--- config.mk ---
export PLATFORM = sky130hd
export DESIGN_NAME = spi_array_seq
export DESIGN_NICKNAME = d
export VERILOG_FILES = /design/src/rtl/spi_seq_pkg.sv /design/src/rtl/spi_seq_rx.sv /design/src/rtl/spi_seq_pagebuf.sv /design/src/rtl/spi_seq_tx.sv /design/src/rtl/spi_array_seq.sv
export SDC_FILE = /design/constraint.sdc
export NUM_CORES = 1
export LEC_CHECK = 0
export BUFFER_PORTS_ARGS = -buffer_cell sky130_fd_sc_hd__buf_4
export CAP_MARGIN = 5
export CORE_MARGIN = 3
export CORE_UTILIZATION = 56
export DETAILED_ROUTE_END_ITERATION = 8
export HOLD_SLACK_MARGIN = 0.05
export PLACE_DENSITY = 0.73
export SLEW_MARGIN = 30
export SYNTH_ARGS = -nofsm -noshare
export SYNTH_HDL_FRONTEND = slang
export SYNTH_HIERARCHICAL = 1
export SYNTH_SLANG_ARGS = --single-unit
--- constraint.sdc ---
create_clock -name clk -period 3 [get_ports clk]
set_clock_uncertainty 0.2 [all_clocks]
set_input_delay 0.15 -clock clk [delete_from_list [all_inputs] [get_ports clk]]
set_output_delay 0.15 -clock clk [all_outputs]
set_load 0.05 [all_outputs]
--- src/rtl/spi_seq_pkg.sv ---
package spi_seq_pkg;
    localparam logic [7:0] OP_READ  = 8'h03;
    localparam logic [7:0] OP_WRITE = 8'h02;
    localparam int         PAGE_BYTES = 16;

    typedef enum logic [2:0] {
        ST_IDLE,
        ST_OPCODE,
        ST_ADDR,
        ST_RD,
        ST_WR,
        ST_DISCARD,
        ST_COMMIT,
        ST_HOLDOFF
    } seq_state_e;
endpackage

--- src/rtl/spi_seq_rx.sv ---
// Serial front end: synchronises the pins, detects edges, assembles bytes.
module spi_seq_rx #(
    parameter int SYNC_STAGES = 2
) (
    input  logic       clk,
    input  logic       rst_n,
    input  logic       sck_i,
    input  logic       cs_n_i,
    input  logic       mosi_i,
    output logic       cs_low,
    output logic       cs_fall,
    output logic       cs_rise,
    output logic       sck_rise,
    output logic       sck_fall,
    output logic       byte_valid,
    output logic [7:0] rx_byte,
    output logic [2:0] bit_cnt
);
    logic [SYNC_STAGES-1:0] sck_p, cs_p, mosi_p;
    logic sck_s, mosi_s, sck_d, cs_low_d;
    logic [6:0] sh;

    always_ff @(posedge clk or negedge rst_n) begin
        if (!rst_n) begin
            sck_p  <= '0;
            cs_p   <= '1;
            mosi_p <= '0;
            sck_d    <= 1'b0;
            cs_low_d <= 1'b0;
        end else begin
            sck_p  <= {sck_p[SYNC_STAGES-2:0], sck_i};
            cs_p   <= {cs_p[SYNC_STAGES-2:0], cs_n_i};
            mosi_p <= {mosi_p[SYNC_STAGES-2:0], mosi_i};
            sck_d    <= sck_s;
            cs_low_d <= cs_low;
        end
    end

    assign sck_s    = sck_p[SYNC_STAGES-1];
    assign mosi_s   = mosi_p[SYNC_STAGES-1];
    assign cs_low   = ~cs_p[SYNC_STAGES-1];
    assign sck_rise = cs_low & sck_s & ~sck_d;
    assign sck_fall = cs_low & ~sck_s & sck_d;
    assign cs_fall  = cs_low & ~cs_low_d;
    assign cs_rise  = ~cs_low & cs_low_d;

    always_ff @(posedge clk or negedge rst_n) begin
        if (!rst_n) begin
            sh         <= '0;
            bit_cnt    <= '0;
            byte_valid <= 1'b0;
            rx_byte    <= '0;
        end else begin
            byte_valid <= 1'b0;
            if (!cs_low) begin
                bit_cnt <= '0;
            end else if (sck_rise) begin
                sh      <= {sh[5:0], mosi_s};
                bit_cnt <= bit_cnt + 3'd1;
                if (bit_cnt == 3'd7) begin
                    byte_valid <= 1'b1;
                    rx_byte    <= {sh, mosi_s};
                end
            end
        end
    end

    // a deselect always restarts byte framing
    assert_frame_restart_R8: assert property (@(posedge clk) disable iff (!rst_n)
        cs_rise |=> (bit_cnt == 3'd0));
endmodule

--- src/rtl/spi_seq_pagebuf.sv ---
// Page write buffer: circular slot pointer and one valid flag per slot.
module spi_seq_pagebuf #(
    parameter int PAGE = 16,
    localparam int PW  = $clog2(PAGE)
) (
    input  logic          clk,
    input  logic          rst_n,
    input  logic          start,
    input  logic [PW-1:0] start_ptr,
    input  logic          push,
    input  logic [7:0]    push_data,
    input  logic [PW-1:0] rd_idx,
    output logic [7:0]    rd_data,
    output logic          rd_vld,
    output logic          any_vld
);
    logic [7:0]      slot [PAGE];
    logic [PAGE-1:0] vld;
    logic [PW-1:0]   ptr;

    always_ff @(posedge clk or negedge rst_n) begin
        if (!rst_n) begin
            vld <= '0;
            ptr <= '0;
        end else if (start) begin
            vld <= '0;
            ptr <= start_ptr;
        end else if (push) begin
            vld[ptr] <= 1'b1;
            ptr      <= ptr + PW'(1);
        end
    end

    always_ff @(posedge clk) begin
        if (push && !start) slot[ptr] <= push_data;
    end

    assign rd_data = slot[rd_idx];
    assign rd_vld  = vld[rd_idx];
    assign any_vld = |vld;

    // a pushed byte always occupies a slot of the page
    assert_push_marks_slot_R5: assert property (@(posedge clk) disable iff (!rst_n)
        (push && !start) |=> any_vld);
endmodule

--- src/rtl/spi_seq_tx.sv ---
// Output shifter with a one-byte prefetch register.
module spi_seq_tx (
    input  logic       clk,
    input  logic       rst_n,
    input  logic       load,
    input  logic [7:0] load_data,
    input  logic       pf_wr,
    input  logic [7:0] pf_data,
    input  logic       adv,
    input  logic       shift,
    output logic       bit_o
);
    logic [7:0] tx, pf;

    always_ff @(posedge clk or negedge rst_n) begin
        if (!rst_n) begin
            tx <= '0;
            pf <= '0;
        end else begin
            if (load)       tx <= load_data;
            else if (adv)   tx <= pf;
            else if (shift) tx <= {tx[6:0], 1'b0};
            if (pf_wr)      pf <= pf_data;
        end
    end

    assign bit_o = tx[7];
endmodule

--- src/rtl/spi_array_seq.sv ---
module spi_array_seq
    import spi_seq_pkg::*;
#(
    parameter int DEPTH       = 128,
    parameter int WR_CYCLES   = 200,
    parameter int SYNC_STAGES = 2,
    localparam int AW = $clog2(DEPTH),
    localparam int PW = $clog2(PAGE_BYTES),
    localparam int CW = $clog2(WR_CYCLES + 1)
) (
    input  logic          clk,
    input  logic          rst_n,
    input  logic          spi_sck,
    input  logic          spi_cs_n,
    input  logic          spi_mosi,
    output logic          spi_miso,
    output logic          spi_miso_oe,
    input  logic [1:0]    prot_bits,
    input  logic          wr_latch,
    output logic          wr_latch_clr,
    output logic          busy,
    output logic [AW-1:0] mem_addr,
    output logic          mem_rd_en,
    input  logic [7:0]    mem_rdata,
    output logic          mem_wr_en,
    output logic [7:0]    mem_wdata
);
    // front end
    logic cs_low, cs_fall, cs_rise, sck_rise, sck_fall, byte_valid;
    logic [7:0] rx_byte;
    logic [2:0] bit_cnt;

    spi_seq_rx #(.SYNC_STAGES(SYNC_STAGES)) u_rx (
        .clk(clk), .rst_n(rst_n), .sck_i(spi_sck), .cs_n_i(spi_cs_n), .mosi_i(spi_mosi),
        .cs_low(cs_low), .cs_fall(cs_fall), .cs_rise(cs_rise),
        .sck_rise(sck_rise), .sck_fall(sck_fall),
        .byte_valid(byte_valid), .rx_byte(rx_byte), .bit_cnt(bit_cnt)
    );

    // sequencer state
    seq_state_e    state_q, state_d;
    logic          op_wr_q;
    logic [AW-1:0] addr_q;
    logic [1:0]    prot_q;
    logic          rd_pend_q, rd_dst_q, rd_started_q, tx_live_q;
    logic [PW-1:0] idx_q;
    logic [CW-1:0] hold_q;

    // decoded strobes
    logic buf_start, buf_push, tx_load, tx_pf_wr, tx_adv, tx_shift;
    logic [7:0] buf_data;
    logic buf_vld, buf_any;
    logic addr_hit;

    function automatic logic prot_hit(input logic [AW-1:0] a, input logic [1:0] bp);
        unique case (bp)
            2'b00:   prot_hit = 1'b0;
            2'b01:   prot_hit = a[AW-1] & a[AW-2];
            2'b10:   prot_hit = a[AW-1];
            default: prot_hit = 1'b1;
        endcase
    endfunction

    assign addr_hit = prot_hit(rx_byte[AW-1:0], prot_bits);

    spi_seq_pagebuf #(.PAGE(PAGE_BYTES)) u_buf (
        .clk(clk), .rst_n(rst_n),
        .start(buf_start), .start_ptr(rx_byte[PW-1:0]),
        .push(buf_push), .push_data(rx_byte),
        .rd_idx(idx_q), .rd_data(buf_data), .rd_vld(buf_vld), .any_vld(buf_any)
    );

    assign tx_load  = rd_pend_q & ~rd_dst_q & (state_q == ST_RD);
    assign tx_pf_wr = rd_pend_q & rd_dst_q;

    spi_seq_tx u_tx (
        .clk(clk), .rst_n(rst_n),
        .load(tx_load), .load_data(mem_rdata),
        .pf_wr(tx_pf_wr), .pf_data(mem_rdata),
        .adv(tx_adv), .shift(tx_shift), .bit_o(spi_miso)
    );

    // state register
    always_ff @(posedge clk or negedge rst_n) begin
        if (!rst_n) state_q <= ST_IDLE;
        else        state_q <= state_d;
    end

    // next state
    always_comb begin
        state_d = state_q;
        unique case (state_q)
            ST_IDLE:    if (cs_fall) state_d = ST_OPCODE;
            ST_OPCODE: begin
                if (cs_rise) state_d = ST_IDLE;
                else if (byte_valid) begin
                    if (rx_byte == OP_READ)                    state_d = ST_ADDR;
                    else if (rx_byte == OP_WRITE && wr_latch)  state_d = ST_ADDR;
                    else                                       state_d = ST_DISCARD;
                end
            end
            ST_ADDR: begin
                if (cs_rise) state_d = ST_IDLE;
                else if (byte_valid) begin
                    if (!op_wr_q)      state_d = ST_RD;
                    else if (addr_hit) state_d = ST_DISCARD;
                    else               state_d = ST_WR;
                end
            end
            ST_RD:      if (cs_rise) state_d = ST_IDLE;
            ST_WR: begin
                if (cs_rise)
                    state_d = (bit_cnt == 3'd0 && buf_any) ? ST_COMMIT : ST_IDLE;
            end
            ST_DISCARD: if (cs_rise) state_d = ST_IDLE;
            ST_COMMIT:  if (idx_q == PW'(PAGE_BYTES - 1)) state_d = ST_HOLDOFF;
            ST_HOLDOFF: if (hold_q == CW'(WR_CYCLES - 1)) state_d = ST_IDLE;
            default:    state_d = ST_IDLE;
        endcase
    end

    // outputs and strobes
    always_comb begin
        mem_rd_en    = 1'b0;
        mem_wr_en    = 1'b0;
        mem_addr     = addr_q;
        mem_wdata    = buf_data;
        buf_start    = 1'b0;
        buf_push     = 1'b0;
        tx_adv       = 1'b0;
        tx_shift     = 1'b0;
        busy         = 1'b0;
        wr_latch_clr = 1'b0;
        unique case (state_q)
            ST_ADDR: begin
                if (byte_valid && !op_wr_q) begin
                    mem_rd_en = 1'b1;
                    mem_addr  = rx_byte[AW-1:0];
                end
                if (byte_valid && op_wr_q && !addr_hit) buf_start = 1'b1;
            end
            ST_RD: begin
                if (tx_load) begin
                    mem_rd_en = 1'b1;
                    mem_addr  = addr_q + AW'(1);
                end else if (sck_fall && rd_started_q) begin
                    if (bit_cnt == 3'd0) begin
                        tx_adv    = 1'b1;
                        mem_rd_en = 1'b1;
                        mem_addr  = addr_q + AW'(1);
                    end else begin
                        tx_shift = 1'b1;
                    end
                end
            end
            ST_WR:      buf_push = byte_valid;
            ST_COMMIT: begin
                busy      = 1'b1;
                mem_wr_en = buf_vld;
                mem_addr  = {addr_q[AW-1:PW], idx_q};
            end
            ST_HOLDOFF: begin
                busy         = 1'b1;
                wr_latch_clr = (hold_q == CW'(WR_CYCLES - 1));
            end
            default: ;
        endcase
    end

    assign spi_miso_oe = ~spi_cs_n & (state_q == ST_RD) & tx_live_q;

    // datapath registers
    always_ff @(posedge clk or negedge rst_n) begin
        if (!rst_n) begin
            op_wr_q      <= 1'b0;
            addr_q       <= '0;
            prot_q       <= '0;
            rd_pend_q    <= 1'b0;
            rd_dst_q     <= 1'b0;
            rd_started_q <= 1'b0;
            tx_live_q    <= 1'b0;
            idx_q        <= '0;
            hold_q       <= '0;
        end else begin
            rd_pend_q <= mem_rd_en;
            rd_dst_q  <= (state_q == ST_RD);
            if (state_q == ST_OPCODE && byte_valid) op_wr_q <= (rx_byte == OP_WRITE);
            if (state_q == ST_ADDR && byte_valid) begin
                prot_q <= prot_bits;
                addr_q <= op_wr_q ? {rx_byte[AW-1:PW], PW'(0)} : rx_byte[AW-1:0];
            end else if (state_q == ST_RD && mem_rd_en) begin
                addr_q <= addr_q + AW'(1);
            end
            if (state_q != ST_RD) begin
                rd_started_q <= 1'b0;
                tx_live_q    <= 1'b0;
            end else begin
                if (sck_rise) rd_started_q <= 1'b1;
                if (tx_load)  tx_live_q    <= 1'b1;
            end
            idx_q  <= (state_q == ST_COMMIT)  ? idx_q + PW'(1)  : '0;
            hold_q <= (state_q == ST_HOLDOFF) ? hold_q + CW'(1) : '0;
        end
    end

    // a write cycle only starts once select is seen high
    assert_commit_after_deselect_R4: assert property (@(posedge clk) disable iff (!rst_n)
        $rose(busy) |-> !cs_low);

    // no RAM write into the region protected when the address was taken
    assert_no_protected_write_R6: assert property (@(posedge clk) disable iff (!rst_n)
        mem_wr_en |-> !prot_hit(mem_addr, prot_q));

    // streaming out never overlaps a write cycle
    assert_read_not_busy_R9: assert property (@(posedge clk) disable iff (!rst_n)
        spi_miso_oe |-> (!busy && !mem_wr_en));

    // the clear request is the last busy cycle
    assert_clear_ends_busy_R11: assert property (@(posedge clk) disable iff (!rst_n)
        wr_latch_clr |=> !busy);

    // busy never ends without a clear request
    assert_busy_end_clear_R11: assert property (@(posedge clk) disable iff (!rst_n)
        $fell(busy) |-> $past(wr_latch_clr));
endmodule

==> After elaboration in Yosys (flattened, before gate mapping) <==
Memories as Yosys holds them, arrays and structs flattened.
Index checks and enable logic that the tools add are counted.
W data, S select, Z words.
{ "word_totals": {"register_bits": 90, "latchBits": 0, "ram_bits": 128, "romBits": 0, "input_bits": 16, "out_inout_bits": 21, "wordCells": 166, "mem_count": 1} }
{ "op_classes": {"add_sub_neg": 5, "multipliers": 0, "n_div": 0, "magnitude_cmp": 3, "eq_ne": 22, "shifts": 0, "n_mux": 65, "bitwise_logic": 19, "n_reduce_logical": 29} }
{ "mem_list": {"columns": ["memory", "depth", "word_bits", "rd", "rd_ports_with_merged_regs", "write_ports", "line_no", "rtl"], "rows": [
  ["u_buf.slot", 16, 8, 1, 0, 1, "spi_seq_pagebuf.sv:17", "logic [7:0] slot [PAGE];"]
]} }
{ "op_table": {"columns": ["op", "count"], "rows": [
  ["$mux W3", 15],
  ["$mux W7", 6],
  ["$mux W16", 2],
  ["$mux W8", 4],
  ["$mux W1", 28],
  ["$pmux W3 S7", 1],
  ["$pmux W7 S3", 1],
  ["$eq A8 B2 Y1 const B", 2],
  ["$mux W4", 4],
  ["$or A16 B16 Y16", 1],
  ["$reduce_or A16 Y1", 1],
  ["$eq A3 B3 Y1 const B", 5],
  ["$and A1 B1 Y1", 12],
  ["$logic_and A1 B1 Y1", 11],
  ["$lt A4 B5 Y1 const B", 2],
  ["$reduce_bool A2 Y1", 5],
  ["$ne A3 B2 Y1 const B", 3],
  ["$add A4 B1 Y4 const B", 2],
  ["$add A8 B1 Y8 const B", 1],
  ["$eq A8 B8 Y1 const B", 1],
  ["$ne A2 B2 Y1 const B", 4],
  ["$add A7 B1 Y7 const B", 1],
  ["$reduce_and A7 Y1", 1],
  ["$eq A3 B2 Y1 const B", 2],
  ["19 further kinds", 28]
]} }

==> Logic depth before layout (Yosys ltp) <==
Gate-level depths: netlist of run 1.
{ "depth": {"word_depth": 10, "depth_mapped": 8, "ltp_nobuf": 6} }

==> Cells and area by module <==
Netlist of run 1, hierarchy kept.
{ "by_module_without_submodules": {"columns": ["module", "n_inst", "cells_each", "area_per_inst_um2", "seq_area_each_um2"], "rows": [
  ["spi_seq_pagebuf", 1, 315, 5985.7, 4344.2],
  ["spi_array_seq", 1, 197, 1714.1, 675.6],
  ["spi_seq_rx", 1, 60, 1034.7, 678.2],
  ["spi_seq_tx", 1, 60, 769.5, 400.4]
]} }

==> Worst setup path after synthesis of run 1 <==
OpenSTA, ideal clock, no wires.
{ "synth_timing": {"path_kind": "register -> output", "start": "register u_rx.cs_p[1]", "end": "output mem_addr[4]", "arrival_time_ns": 2.494, "required_ns": 2.650, "setup_slack_ns": 0.156, "path_stages_with_launch": 7, "path_buffers": 1, "cell_sequence": "dfstp_2 > buf_6 > nor3b_1 > a31oi_1 > a21oi_1 > o21ai_0 > a221o_1"} }
{ "synth_between": {"elab_chain_cells": 7} }
{ "synth_rtl": {"columns": ["item", "line_no", "rtl"], "rows": [
  ["from (decl)", "spi_seq_rx.sv:19", "logic [SYNC_STAGES-1:0] sck_p, cs_p, mosi_p;"],
  ["from (signal assigned)", "spi_seq_rx.sv:32", "cs_p <= {cs_p[SYNC_STAGES-2:0], cs_n_i};"],
  ["$not A1 Y1 (no source line)", null, null],
  ["$and A1 B1 Y1 (2 in a row)", "spi_seq_rx.sv:43", "assign sck_fall = cs_low & ~sck_s & sck_d;"],
  ["named net sck_fall", "spi_array_seq.sv:29", "logic cs_low, cs_fall, cs_rise, sck_rise, sck_fall, byte_valid;"],
  ["$logic_and A1 B1 Y1", "spi_array_seq.sv:146", "end else if (sck_fall && rd_started_q) begin"],
  ["$mux W7", "spi_array_seq.sv:146", null],
  ["$mux W7", "spi_array_seq.sv:143", "if (tx_load) begin"],
  ["$pmux W7 S3", "spi_array_seq.sv:134", "unique case (state_q)"],
  ["to (decl)", "spi_array_seq.sv:22", "output logic [AW-1:0] mem_addr,"]
]} }
The timed path passes the listed nets, and every way through them passes these cells.

==> Worst setup path after layout of run 1 <==
{ "layout_timing": {"start": "register state_q[2]", "end": "output mem_addr[3]"} }
{ "layout_between": {"elab_chain_cells": 4, "elab_cells_between_ends": 6, "cone_classes": "eq/ne (3); mux (2); bitwise (1)"} }
{ "layout_rtl": {"columns": ["item", "line_no", "rtl"], "rows": [
  ["from (decl)", "spi_array_seq.sv:41", "seq_state_e state_q, state_d;"],
  ["from (signal assigned)", "spi_array_seq.sv:86", "else state_q <= state_d;"],
  ["$eq A3 B2 Y1", "spi_array_seq.sv:73, spi_array_seq.sv:134", null],
  ["$and A1 B1 Y1", "spi_array_seq.sv:73", "assign tx_load = rd_pend_q & ~rd_dst_q & (state_q == ST_RD);"],
  ["$mux W7", "spi_array_seq.sv:143", null],
  ["$pmux W7 S3 (*)", "spi_array_seq.sv:134", null]
]} }
Mark *: on every way between the ends. The rest lies on a longest branch, timed or not.

==> results of run 1 <==
worst max-delay path by stage:
stage	to	depth (start not counted)	slack [ps]	startpoint
finish	mem_addr[3]	6	120	state_q[2]
floorplan	mem_addr[4]	6	160	u_rx/cs_p[1]
global placement	u_tx/tx[5]	6	500	state_q[1]
CTS	mem_addr[3]	7	40	u_rx/cs_p[1]
global route	mem_addr[3]	6	-10	state_q[2]
detailed placement	u_tx/tx[5]	6	390	state_q[1]
worst max-delay path, stage by stage, from the launching register on:
cell and delay [ps]:
dfrtp_2 500, nand4bb_1 360, nor2_1 560, nand2_1 140, o31ai_2 100, a221o_1 170, buf_4 200
per-layer routing:
metal | vias up | global-route usage [%] | wire length (um) | share of wire, %
met5 | - | 0 | 0 | 0
met4 | 0 | 5.54 | 518 | 2.6
met3 | 42 | 3.70 | 1160 | 5.8
met2 | 217 | 37.2 | 10000 | 50
met1 | 2939 | 31.8 | 8500 | 42
li1 | 2579 | - | - | -
power groups by stage:
stage	clock, mW	combinational [mW]	sequential (mW)
5_1_grt	2.80	0.129	3.24
3_5_place_dp	0	0.103	3.29
6_report	2.63	0.116	3.23
3_3_place_gp	0	0.0992	3.29
4_1_cts	2.70	0.118	3.23
2_1_floorplan	0	0.0567	3.28
through the flow:
| step | cells | worst slack, ps |
|---|---|---|
| floorplan | 632 | 156 |
| global placement | 892 | 495 |
| detailed placement | 892 | 386 |
| CTS | 946 | 36.1 |
| global route | 946 | -13.1 |
| finish | 946 | 122 |
registers in the layout, indices dropped and copies added, names as in the netlist, 2 cells and up:
register,flops
u_rx/cs_p,2
u_buf/ptr,4
u_tx/tx,8
u_rx/bit_cnt,3
u_tx/pf,8
u_rx/rx_byte,8
u_buf/vld,16
state_q,3
addr_q,7
u_rx/mosi_p,2
hold_q,8
u_buf/slot,128
u_rx/sck_p,2
u_rx/sh,7
idx_q,4
layout make-up:
class / count / area [um2] / area share (%)
repair buffers: 87 / 704 / 6.41
well taps: 216 / 270 / 2.46
multi-input cells: 358 / 3100 / 28.2
clock buffers: 29 / 617 / 5.62
clock inverters: 11 / 88.8 / 0.809
flip-flops and latches: 218 / 6100 / 55.6
inverters: 27 / 101 / 0.923
cells in the final DEF (no fill, tap or decap), drive strengths merged, types with 8 or more instances in the layout:
cell type,netlist,final
mux2i,11,11
ha,9,9
o21ai,19,19
nor2b,14,14
o22ai,14,14
edfxtp,128,128
dfrtp,88,88
mux4,36,36
inv,27,27
clkinv,0,9
dlygate4sd3,0,14
clkbuf,7,29
a22oi,20,20
mux2,24,24
xor2,8,8
nand2,36,36
nor2,46,46
buf,20,73
and3,9,9
nor3b,15,15
nand3,13,13
nor4,8,8
logic make-up after synthesis:
| logic type | share of synthesized area, % |
|---|---|
| flip-flops | 64.2 |
| AND/OR/NAND/NOR | 9.58 |
| AO/OA/AOI/OAI | 6.92 |
| multiplexers | 13.4 |
| buffers and inverters | 3.45 |
| XOR/XNOR | 1.29 |
| adder cells (fa/ha/maj) | 1.18 |
what timing repair did:
| action | 4_1_cts | 5_1_grt |
|---|---|---|
| gates resized for setup | 2 | 6 |
| pin swaps | 0 | 0 |
| hold buffers | 14 | 0 |
| endpoints found under the setup margin | 4 | 5 |
| cloned | 0 | 0 |
| hold endpoints to repair | 94 | 0 |
==> qor.yml, run 1 <==
yosys:
  synth_fp_nets: 657
  yosysWarnings: 6
  synth_area_um2: 9500
  synth_edf_count: 128
  synthMostInstantiatedCell: "edfxtp_1"
  synthTopCellsByArea: "edfxtp_1, dfrtp_1, mux4_2"
  syn_area_per_cell_um2: 15.0
  synthArstFlopShare_pct: 41.3
  ys_seq_area_share_pct: 64.2
  syn_inst: 632
  synth_top_area_share_pct: 40.4
  synth-seq-cells: 218
  yosysTopAreaCell: "edfxtp_1"
  synthFlopType: "edfxtp_1"
  synth.distinct_cells: 69
  synthTopCellsByCount: "edfxtp_1, dfrtp_1, nor2_1"
floorplan:
  initial_core_util_pct: 58.6
  core-area_um2: 16200
  die_w_um: 136
  die-area_um2: 18600
  die_y_um: 136
  std_cell_rows: 46
  ios: 37
power_and_ir_drop:
  power_switching_mw: 1.18
  clockPowerShare_pct: 44.0
  power_mw: 5.98
  seqPwrFrac_pct: 54.1
  cell_internal_pwr_mw: 4.80
  switching_share_pct: 19.8
  p_per_area_nw_per_um2: 544
  peakVddDrop_uv: 408
  p_leak_nw: 4.39
  power_frac_comb_pct: 1.9
worst_setup_path:
  worstReg2RegStart: "state_q[2]"
  worst-r2r-cell-count: 6
  cp_max_fo: 18
  path_class: "flip-flop to primary output"
  setup.worst_path.end_class: "primary output"
  cp_data_arrival_time_ps: 2530
  critPathLaunchType: "flip-flop"
  reg2reg_to: "u_tx/tx[5]"
  required_ps: 2650
  r2r_slack_ps: 420
grt:
  grt_pass1_wl_um: 32200
  grt_use_total_pct: 22.5
  antenna_found_initial: 0
  grt_max_degree: 77
  grt-ovfl-total: 0
  grt_pass1_vias: 5850
job:
  drv_cap: 0
cts:
  cts_setup_buffers: 0
  tritoncts: "built"
  cts_made_buffers: 22
  cts_max_path_buffers: 3
  root_buffer: "clkbuf_16"
  cts.htree.levels: 1
  clock_latency_ps: 510
  path_clk_slew_ps: 60
  cts_sinks: 218
sta:
  setup_viol: 0
  setup-tns-final_ps: 0
  fmax_mhz: 347
  finalCritPeriodShare_pct: 95.9
  worst_pin_slew_ps: 758
  rsz0062_at_grt: "true"
  fin_crit_ps: 2880
  max_slew_margin_pct: 49.3
  finalHoldViolations: 0
  slew_violations: 0
  whs_ps: 31.2
final_layout:
  fin_util_pct: 67.7
  diodes: 0
  nFillCells: 1146
  final_nets: 739
  drive_gt1_share_pct: 23.8
  fin_area_um2: 11000
  area_growth_pct: 15.6
route:
  antenna_left: 0
  first_pass_iters: 5
  vias: 5777
  finalWirelength_um: 20200
  drc: 0
  vias_per_cell: 6.11
  drt_iter0_drc: 499
  wl_per_cell_um: 21.4
outcome:
  status: "complete, no violations"
place:
  place.port_buffers: 36
  dp_hpwl_um: 13400
  gp_congestion: 0.943
  place_area_um2: 10100
min_path:
  min_path_type: "input port to asynchronous set/reset pin"
(Power assumes the default switching activity.)
==> run 2, diff against run 1 <==
--- a/config.mk
+++ b/config.mk
@@ -8,10 +8,10 @@
 export BUFFER_PORTS_ARGS = -buffer_cell sky130_fd_sc_hd__buf_4
 export CAP_MARGIN = 5
 export CORE_MARGIN = 3
-export CORE_UTILIZATION = 56
+export CORE_UTILIZATION = 60
 export DETAILED_ROUTE_END_ITERATION = 8
 export HOLD_SLACK_MARGIN = 0.05
-export PLACE_DENSITY = 0.73
+export PLACE_DENSITY_LB_ADDON = 0.3
 export SLEW_MARGIN = 30
 export SYNTH_ARGS = -nofsm -noshare
 export SYNTH_HDL_FRONTEND = slang
==> run 2 against run 1 <==
Against the previous run:
- non-clock buffer count fell by 2
- core utilization rose by 3.7 points
- total power rose by 1.1%
- clock power rose by 2%
- die area fell by 6.4%
- critical path depth did not move
- flip-flop and latch count did not move
- final cell count fell by 0.95%
- sequential power barely moved
- fmax fell by 0.17%
- final area fell by 0.16%
- worst hold slack improved by 34 ps
- critical path type unchanged
- largest power group unchanged
==> qor.yml, run 2 (synthesis results as in run 1) <==
outcome:
  status: "complete, no violations"  # unchanged
floorplan:
  ios: 37  # unchanged
  std_cell_rows: 45  # was 46
  die_w_um: 132  # was 136 um
  initial_core_util_pct: 61.8  # was 58.6%
  die-area_um2: 17400  # was 18,600 um2
  core-area_um2: 15400  # was 16,200 um2
  die_y_um: 132  # was 136 um
sta:
  fin_crit_ps: 2880  # about the same
  fin_ws_ps: 117  # was 122 ps
  worst_pin_slew_ps: 859  # was 758 ps
  max_slew_margin_pct: 42.8  # was 49.3%
  setup-tns-final_ps: 0  # unchanged
  rsz0062_at_grt: "false"  # was true
  finalCritPeriodShare_pct: 96.1  # was 95.9%
  slew_violations: 0  # unchanged
  fmax_mhz: 347  # about the same
  finalHoldViolations: 0  # unchanged
  setup_viol: 0  # unchanged
cts:
  clock_latency_ps: 500  # was 510 ps
  cts_max_path_buffers: 3  # unchanged
  cts_sinks: 218  # unchanged
  tritoncts: "built"  # unchanged
  path_clk_slew_ps: 60  # about the same
  cts_made_buffers: 21  # was 22
  root_buffer: "clkbuf_16"  # unchanged
  cts.htree.levels: 1  # unchanged
place:
  pre_cts_slack_ps: 298  # was 386 ps
  placed_cells: 885  # was 892
  place.port_buffers: 36  # unchanged
  place_area_um2: 10100  # about the same
  dp_hpwl_um: 13500  # was 13,400 um
  gp_congestion: 0.910  # was 0.943
worst_setup_path:
  path_class: "flip-flop to primary output"  # unchanged
  required_ps: 2650  # about the same
  critPathLaunchType: "flip-flop"  # unchanged
  cp_data_arrival_time_ps: 2530  # about the same
  setup.worst_path.end_class: "primary output"  # unchanged
  cp_max_fo: 6  # was 18
final_layout:
  largest_register_ffs: 128  # unchanged
  fin_cells: 937  # was 946
  final_nets: 736  # was 739
  diodes: 0  # unchanged
  regMostFlops: "u_buf/slot"  # unchanged
  drive_gt1_share_pct: 24.1  # was 23.8%
  final_common_cell: "edfxtp_1"  # unchanged
  fin_area_um2: 11000  # about the same
  largestRegisters: "u_buf/slot (128), u_buf/vld (16)"  # unchanged
  area_growth_pct: 15.4  # was 15.6%
  layout_common_cells: "edfxtp_1, dfrtp_1, buf_4"  # unchanged
power_and_ir_drop:
  p_per_area_nw_per_um2: 551  # was 544 nW/um2
  peakVddDrop_uv: 410  # was 408 uV
  p_leak_nw: 4.37  # was 4.39 nW
  power_mw: 6.04  # was 5.98 mW
route:
  wl_per_cell_um: 22.0  # was 21.4 um
  first_pass_iters: 5  # unchanged
  finalWirelength_um: 20600  # was 20,200 um
  vias_per_cell: 6.31  # was 6.11
  drt_iter0_drc: 558  # was 499
  antenna_left: 0  # unchanged
  drc: 0  # unchanged
  vias: 5908  # was 5,777
grt:
  grt_pass1_wl_um: 33000  # was 32,200 um
  grt_max_degree: 63  # was 77
  grt_use_total_pct: 23.9  # was 22.5%
  grt-ovfl-total: 0  # unchanged
  grt_pass1_vias: 6009  # was 5,850
  antenna_found_initial: 0  # unchanged
min_path:
  min_path_type: "input port to asynchronous set/reset pin"  # unchanged
job:
  drv_cap: 0  # unchanged
-- run 2: where the power goes --
group | total (mW) | internal, mW | leakage [nW] | switching [mW]
clock | 2.69 | 1.60 | 0.341 | 1.09
combinational | 0.120 | 0.0663 | 1.63 | 0.0540
sequential | 3.23 | 3.20 | 2.39 | 0.0353
-- run 2: path summary, 6_finish.rpt --
kind / slack, ps / endpoint / start / cells past startpoint
worst max-delay path: 120 / mem_addr[3] / u_rx/bit_cnt[1] / 6
worst min-delay path: 70 / hold_q[4] / rst_n / 2
worst max register to register: 360 / u_tx/tx[5] / state_q[2] / 6
worst min register to register: 150 / u_rx/sck_p[1] / u_rx/sck_p[0] / 0
max in group asynchronous: 1760 / state_q[1] / rst_n / 3
min in group clk: 80 / state_q[1] / wr_latch / 5
-- run 2: area by class of cell --
cell class | instances | area [um2]
clock buffer | 27 | 568
clock inverter | 11 | 139
fill | 980 | 4410
inverter | 27 | 101
multi-input combinational | 358 | 3100
sequential | 218 | 6100
tap | 211 | 264
timing repair buffer | 85 | 686
-- run 2: worst max-delay path, cell delays in order, from the launching register on --
cell,delay (ps)
dfrtp_1,420
or3_4,420
o21ai_4,240
o2111ai_1,230
o21bai_1,220
a221o_1,310
buf_4,190
-- run 2: per-stage QoR --
step	utilization, %	hold slack [ps]
5_1_grt	71.3	77.5
3_5_place_dp	65.6	60.6
3_3_place_gp	65.6	60.9
4_1_cts	71.2	52.1
2_1_floorplan	-	-346
6_report	71.3	65.6
-- run 2: metal layers --
| layer | part of all wire [%] | global-route usage [%] | wire length, um |
|---|---|---|---|
| met1 | 39 | 31.8 | 7990 |
| met2 | 51 | 41.5 | 10500 |
| met3 | 6.9 | 3.51 | 1430 |
| met4 | 3.2 | 6.83 | 660 |
| met5 | 0 | 0 | 0 |
-- run 2: repair_timing --
action / 4_1_cts / 5_1_grt
pin swaps: 0 / 0
gates resized for setup: 2 / 7
hold endpoints to repair: 80 / 0
setup endpoints to repair: 4 / 6
cloned: 0 / 0
hold buffers: 14 / 0
buffers inserted: 0 / 0
